--- config.mk ---
export PLATFORM = sky130hd
export DESIGN_NAME = scsi_tcmd_phase
export DESIGN_NICKNAME = d
export VERILOG_FILES = /design/src/rtl/tcmd_pkg.sv /design/src/rtl/tcmd_reg.sv /design/src/rtl/tcmd_phase.sv /design/src/rtl/tcmd_mismatch.sv /design/src/rtl/scsi_tcmd_phase.sv
export SDC_FILE = /design/constraint.sdc
export NUM_CORES = 1
export LEC_CHECK = 0
export BUFFER_PORTS_ARGS = -buffer_cell sky130_fd_sc_hd__buf_4
export CORE_AREA = 2 2 39 41
export DETAILED_ROUTE_END_ITERATION = 10
export DIE_AREA = 0 0 41 43
export PLACE_DENSITY = 0.63
export SYNTH_ARGS = -nofsm -noshare
export SYNTH_HDL_FRONTEND = slang
export SYNTH_SLANG_ARGS = --single-unit
--- constraint.sdc ---
create_clock -name clk_i -period 1.1 [get_ports clk_i]
set_input_delay 0.11 -clock clk_i [delete_from_list [all_inputs] [get_ports clk_i]]
set_output_delay 0.11 -clock clk_i [all_outputs]
set_load 0.02 [all_outputs]
--- src/rtl/tcmd_pkg.sv ---
package tcmd_pkg;
    localparam int CMD_W   = 8;
    localparam int STORE_W = 4;
    localparam int PHASE_W = 3;

    typedef enum logic [PHASE_W-1:0] {
        PH_DATA_OUT = 3'b000,
        PH_RSVD_A   = 3'b001,
        PH_COMMAND  = 3'b010,
        PH_MSG_OUT  = 3'b011,
        PH_DATA_IN  = 3'b100,
        PH_RSVD_B   = 3'b101,
        PH_STATUS   = 3'b110,
        PH_MSG_IN   = 3'b111
    } phase_e;

    typedef struct packed {
        logic req;
        logic msg;
        logic cd;
        logic io;
    } tcmd_t;

    typedef struct packed {
        logic req_prev;
        logic irq;
    } mm_state_t;
endpackage

--- src/rtl/tcmd_reg.sv ---
module tcmd_reg
    import tcmd_pkg::*;
(
    input  logic             clk_i,
    input  logic             rst_ni,
    input  logic             wr_en_i,
    input  logic [CMD_W-1:0] wr_data_i,
    output tcmd_t            cmd_o,
    output logic [CMD_W-1:0] rd_data_o
);
    localparam int PAD_W = CMD_W - STORE_W;

    tcmd_t cmd_d, cmd_q;

    always_comb begin
        cmd_d = cmd_q;
        if (wr_en_i) begin
            cmd_d = tcmd_t'(wr_data_i[STORE_W-1:0]);
        end
    end

    always_ff @(posedge clk_i) begin
        if (!rst_ni) cmd_q <= '0;
        else         cmd_q <= cmd_d;
    end

    assign cmd_o     = cmd_q;
    assign rd_data_o = {{PAD_W{1'b0}}, cmd_q};

    // a write shows up on the read port one cycle later
    assert_write_readback_R2: assert property (@(posedge clk_i) disable iff (!rst_ni)
        wr_en_i |=> (rd_data_o[STORE_W-1:0] == $past(wr_data_i[STORE_W-1:0])));

    // without a write the stored word holds
    assert_hold_R2: assert property (@(posedge clk_i) disable iff (!rst_ni)
        (!wr_en_i && $past(rst_ni)) |=> $stable(rd_data_o));
endmodule

--- src/rtl/tcmd_phase.sv ---
module tcmd_phase
    import tcmd_pkg::*;
(
    input  tcmd_t              cmd_i,
    input  logic               target_mode_i,
    input  logic               bus_io_i,
    input  logic               bus_cd_i,
    input  logic               bus_msg_i,
    output logic               drv_io_o,
    output logic               drv_cd_o,
    output logic               drv_msg_o,
    output logic               drv_req_o,
    output phase_e             phase_o,
    output logic               rsvd_o,
    output logic               match_o
);
    logic [STORE_W-1:0] bits;
    logic [STORE_W-1:0] drv;
    logic [PHASE_W-1:0] bus_code;

    assign bits = {cmd_i.req, cmd_i.msg, cmd_i.cd, cmd_i.io};

    genvar gi;
    generate
        for (gi = 0; gi < STORE_W; gi++) begin : g_drv
            assign drv[gi] = target_mode_i & bits[gi];
        end
    endgenerate

    assign drv_io_o  = drv[0];
    assign drv_cd_o  = drv[1];
    assign drv_msg_o = drv[2];
    assign drv_req_o = drv[3];

    always_comb begin
        phase_o  = phase_e'({cmd_i.io, cmd_i.cd, cmd_i.msg});
        bus_code = {bus_io_i, bus_cd_i, bus_msg_i};
        rsvd_o   = (phase_o == PH_RSVD_A) || (phase_o == PH_RSVD_B);
        match_o  = (bus_code == phase_o);
    end
endmodule

--- src/rtl/tcmd_mismatch.sv ---
module tcmd_mismatch
    import tcmd_pkg::*;
(
    input  logic clk_i,
    input  logic rst_ni,
    input  logic target_mode_i,
    input  logic dma_mode_i,
    input  logic bus_req_i,
    input  logic match_i,
    input  logic irq_clr_i,
    output logic irq_o
);
    mm_state_t st_d, st_q;
    logic      req_rise;
    logic      set_irq;

    always_comb begin
        req_rise      = bus_req_i & ~st_q.req_prev;
        set_irq       = ~target_mode_i & dma_mode_i & req_rise & ~match_i;
        st_d          = st_q;
        st_d.req_prev = bus_req_i;
        if (set_irq)        st_d.irq = 1'b1;
        else if (irq_clr_i) st_d.irq = 1'b0;
    end

    always_ff @(posedge clk_i) begin
        if (!rst_ni) st_q <= '0;
        else         st_q <= st_d;
    end

    assign irq_o = st_q.irq;

    // qualifying request edge with differing phase sets the interrupt
    assert_irq_set_R7: assert property (@(posedge clk_i) disable iff (!rst_ni)
        (!target_mode_i && dma_mode_i && bus_req_i && !match_i && $past(rst_ni) && !$past(bus_req_i))
        |=> irq_o);

    // interrupt holds until a clear strobe
    assert_irq_sticky_R9: assert property (@(posedge clk_i) disable iff (!rst_ni)
        (irq_o && !irq_clr_i) |=> irq_o);

    // interrupt never sets while the phases match
    assert_no_set_on_match_R8: assert property (@(posedge clk_i) disable iff (!rst_ni)
        (!irq_o && match_i) |=> !irq_o);

    // interrupt never sets in the target role or with DMA off
    assert_no_set_gated_R8: assert property (@(posedge clk_i) disable iff (!rst_ni)
        (!irq_o && (target_mode_i || !dma_mode_i)) |=> !irq_o);
endmodule

--- src/rtl/scsi_tcmd_phase.sv ---
module scsi_tcmd_phase
    import tcmd_pkg::*;
(
    input  logic             clk_i,
    input  logic             rst_ni,
    input  logic             wr_en_i,
    input  logic [CMD_W-1:0] wr_data_i,
    output logic [CMD_W-1:0] rd_data_o,
    input  logic             target_mode_i,
    input  logic             dma_mode_i,
    input  logic             bus_io_i,
    input  logic             bus_cd_i,
    input  logic             bus_msg_i,
    input  logic             bus_req_i,
    input  logic             irq_clr_i,
    output logic             drv_io_o,
    output logic             drv_cd_o,
    output logic             drv_msg_o,
    output logic             drv_req_o,
    output logic [PHASE_W-1:0] phase_code_o,
    output logic             phase_rsvd_o,
    output logic             phase_match_o,
    output logic             mismatch_irq_o
);
    tcmd_t  cmd;
    phase_e phase;
    logic   match;

    tcmd_reg u_reg (
        .clk_i     (clk_i),
        .rst_ni    (rst_ni),
        .wr_en_i   (wr_en_i),
        .wr_data_i (wr_data_i),
        .cmd_o     (cmd),
        .rd_data_o (rd_data_o)
    );

    tcmd_phase u_phase (
        .cmd_i         (cmd),
        .target_mode_i (target_mode_i),
        .bus_io_i      (bus_io_i),
        .bus_cd_i      (bus_cd_i),
        .bus_msg_i     (bus_msg_i),
        .drv_io_o      (drv_io_o),
        .drv_cd_o      (drv_cd_o),
        .drv_msg_o     (drv_msg_o),
        .drv_req_o     (drv_req_o),
        .phase_o       (phase),
        .rsvd_o        (phase_rsvd_o),
        .match_o       (match)
    );

    tcmd_mismatch u_mm (
        .clk_i         (clk_i),
        .rst_ni        (rst_ni),
        .target_mode_i (target_mode_i),
        .dma_mode_i    (dma_mode_i),
        .bus_req_i     (bus_req_i),
        .match_i       (match),
        .irq_clr_i     (irq_clr_i),
        .irq_o         (mismatch_irq_o)
    );

    assign phase_code_o  = phase;
    assign phase_match_o = match;

    // initiator role drives nothing onto the bus
    assert_init_no_drive_R3: assert property (@(posedge clk_i) disable iff (!rst_ni)
        !target_mode_i |-> !(drv_io_o || drv_cd_o || drv_msg_o || drv_req_o));

    // reserved flag only for codes with control/data low and message high
    assert_rsvd_code_R5: assert property (@(posedge clk_i) disable iff (!rst_ni)
        phase_rsvd_o |-> (phase_code_o[1:0] == 2'b01));

    // upper read bits never set
    assert_upper_zero_R2: assert property (@(posedge clk_i) disable iff (!rst_ni)
        rd_data_o[CMD_W-1:STORE_W] == '0);
endmodule

### Word level (Yosys, flattened, before mapping)

Cells that the tools add are included.

| cells by class | value |
|---|---|
| bitwise operators | 11 |
| eq/ne operators | 3 |
| muxes and demuxes | 2 |
| reduce and logical (&&, ||, !) cells | 2 |

Operator list:

| operator | number |
|---|---|
| 1-bit bitwise AND | 8 |
| 3-bit by 1-bit == test with 1-bit output, second input constant | 1 |
| 3-bit == test | 1 |
| 3-bit == test, second input constant | 1 |
| 1-bit inverter | 3 |
| 1-bit 2-to-1 mux | 2 |
| 2-bit nonzero test | 1 |
| 1-bit logical OR | 1 |

| word-level totals | value |
|---|---|
| output and inout bits | 18 |
| input bits | 18 |
| word-level logic and storage cells | 24 |
| bits in registers | 6 |

### Logic depth before layout (Yosys ltp)

| logic depth | value |
|---|---|
| depth in word-level cells | 5 |
| gate-level depth with buffers | 3 |
| mapped depth without buffers | 3 |

### By module

A second synthesis with hierarchy kept.

| unflattened totals | value |
|---|---|
| cell total of the unflattened synthesis | 41 |
| area total of the unflattened synthesis | 391.6 sq um |

Modules (own cells, without submodules):

| module | area each (sq um) | instances | cells each |
|---|---|---|---|
| tcmd_reg | 220.2 | 1 | 22 |
| tcmd_phase | 93.8 | 1 | 12 |
| tcmd_mismatch | 77.6 | 1 | 7 |

### Worst setup path before layout

OpenSTA, ideal clock, no wires.

| path | value |
|---|---|
| path type | register to output |
| start point | register u_reg.cmd_q, in the netlist u_reg.cmd_o[0] |
| end point | output phase_match_o |
| required time | 0.990 ns |
| stages on the path, launching flop included | 3 |
| arrival | 1.119 ns |
| slack | -0.129 ns |
| cells stage by stage | dfxtp_1 > xor2_1 > nor3_1 |

| between the ends | value |
|---|---|
| word-level cells in the longest chain between the ends | 1 |

Ends and longest elaborated chain:

| item | RTL line | text |
|---|---|---|
| start, declared | tcmd_reg.sv:13 | `tcmd_t cmd_d, cmd_q;` |
| start signal, assigned | tcmd_reg.sv:24 | `else cmd_q <= cmd_d;` |
| 3-bit == test | tcmd_phase.sv:39 | `match_o = (bus_code == phase_o);` |
| end, declared | scsi_tcmd_phase.sv:22 | `output logic phase_match_o,` |

No other way between the ends.

### Worst setup path after layout

| path | value |
|---|---|
| start point | register u_reg.cmd_q, in the netlist u_reg.cmd_o[1] |
| end point | output phase_match_o |

Same word-level chain as after synthesis.

==> impl_metrics.toml <==
[run_status]
status = "finished, violations left"
violations = "negative setup slack"

[cts]
insertion_delay_ns = 0.24
cts_tree = "built"
cts_hold_buf = 0
clkTransAtPathRegs_ns = 0.04
cts_made_buffers = 3
cts_max_level = 1
cts_sinks = 6
cts_root_buf = "clkbuf_4"
clock_path_buffers = 2

[hold_path]
min_path_type = "input port to flip-flop"
hp-start = "bus_req_i"
min_to = "u_mm.st_q[1]"
hold_path_depth = 2

[worst_setup_path]
slowest_delay_ns = 0.34
path_cells = "xor2_2 -> nor3_2 -> buf_4"
r2r_start = "u_reg.cmd_o[1]"
end_kind = "output port"
reg2reg_depth = 4
critPathRequiredTime_ns = 0.99
arrival_ns = 1.05
start_kind = "flip-flop"
path_class = "flip-flop to output port"
cpMaxStageDelayCell = "dfxtp_4"
path_max_fanout = 2
critPathBufInv = 1
r2r_slack_ns = 0.08
crit_family = "flip-flops"
worst_r2r_endpoint = "u_mm.irq_o"

[pwr]
power_mw = 0.641
leakagePower_nw = 0.323
peakVddDrop_v = 0.000479
p_per_area_mw_per_mm2 = 1020

[placement]
dp.cells = 77
place_congestion = 0.629
portBuffers = 27
dp_slack_ns = 0.0798
placed_area_um2 = 539

[final_layout]
drive_gt1_share_pct = 64.2
utilization_pct = 45.6
fillers = 146
final_cells = 83
stdcell_area_um2 = 631
nNetsFinal = 87
antenna_cells = 0
syn2layout_area_growth_pct = 80.0

[timing]
tns_ns = -0.0636
maxSlewViolCount = 0
fin_ws_ns = -0.0614
period_minus_slack_ns = 1.16
whs_ns = 0.0915
fmax_ghz = 0.861
rsz0062_at_grt = "yes"
hold_viol_final = 0
clock_skew_ns = 0.00235
period_share_pct = 106
finalSetupViolations = 2

[grt]
grt_pass1_wl_mm = 1.14
gr-total-overflow = 0
antenna_found_initial = 0
grt_pass1_vias = 300
grt_usage_pct = 10.2
grt_max_degree = 7

[synth]
ys_seq_area_share_pct = 34.3
postSynthCellCount = 38
yosys.cell_types.count = 15
avgSynthCellArea_um2 = 9.22
ys_ff_latch = 6
syn_area_um2 = 350
yosys_warnings = 0

[run]
maxCapViolCount = 0

[drt]
dr.first_iter.drc_count = 1
vias = 336
wl_per_cell_um = 9.60
ant_nets = 0
avgViaCountPerCell = 4.05
drc = 0
totalWireLength_um = 797
dr.pass1.iters = 2

[floorplanning]
die_y_um = 43
boundaryPins = 36
start_util_pct = 25.3
coreArea_mm2 = 0.00138
rows = 14
dieArea_mm2 = 0.00176
die_w_um = 41
## cell families after synthesis
kind of cell / Yosys count / synth area share, %
simple gates: 15 / 27.9
buf+inv: 8 / 16.4
flops: 6 / 34.3
mux: 4 / 11.4
xor+xnor: 3 / 7.50
compound gates: 1 / 1.43
other cells: 1 / 1.07
## how the worst max path moves through the flow
stage	start	end	slack, ns	cells after the start
floorplan	u_reg.cmd_o[0]	phase_match_o	0.02	2
global placement	u_reg.cmd_o[0]	u_mm.irq_o	0.09	3
detailed placement	u_reg.cmd_o[0]	u_mm.irq_o	0.08	3
CTS	u_reg.cmd_o[1]	phase_match_o	-0.08	3
global route	u_reg.cmd_o[1]	phase_match_o	-0.12	3
finish	u_reg.cmd_o[1]	phase_match_o	-0.06	3
## registers in the layout, summed over array words and instances (netlist names)
| signal | count |
|---|---|
| u_reg.cmd_o | 4 |
| u_mm.irq_o | 1 |
| u_mm.st_q | 1 |
## cells in the mapped netlist, drive strengths merged
cell type	instances	area share, %
xor2	3	7.5
nor4	1	1.8
and2	5	9.3
nor4bb	1	2.9
nor2b	5	8.9
nor2	1	1.1
nor3	1	1.4
mux2i	4	11
clkbuf	1	1.4
and2b	1	2.5
dfxtp	6	34
conb	1	1.1
o21ai	1	1.4
buf	7	15
## placed cells by master, fill, tap and decap left out, drive strengths merged
cell    Yosys  final
buf         7     31
dfxtp       6      6
and2        5      5
nor2b       5      5
mux2i       4      4
conb        1      4
clkbuf      1      3
xor2        3      3
nor3        1      1
and2b       1      1
nor4        1      1
nor4bb      1      1
o21ai       1      1
nor2        1      1
## power by group
group / leakage [nW] / internal (mW) / switching (mW)
registers: 0.0512 / 0.229 / 0.00891
logic: 0.258 / 0.108 / 0.0972
clock network: 0.0138 / 0.123 / 0.0742
total: 0.323 / 0.460 / 0.180
## worst reg2reg max path, delay by kind of cell, from the launching register on
kind | cells | cell delay [ns]
buf+inv | 1 | 0.13
xor+xnor | 1 | 0.15
simple gates | 2 | 0.29
flops | 1 | 0.34
## repair_timing
action | 4_1_cts | 5_1_grt
gates resized for setup | 8 | 4
buffers inserted | 2 | 1
pin swaps | 2 | 2
setup endpoints to repair | 3 | 4
## per-layer routing
metal,global-route usage [%],vias to the layer above,part of all wire (%)
met2,16.6,16,53
met1,9.71,151,37
met3,4.71,0,9.5
met5,0,-,0
met4,6.00,0,0
li1,-,169,-
## layout make-up
class	instances	area, um^2	share of cell area [%]
tap	16	20.0	3.17
timing repair buffer	31	248	39.3
clock buffer	3	22.5	3.57
sequential	6	129	20.4
multi-input combinational	27	211	33.5
No activity file was read; power rests on OpenSTA's default activity.
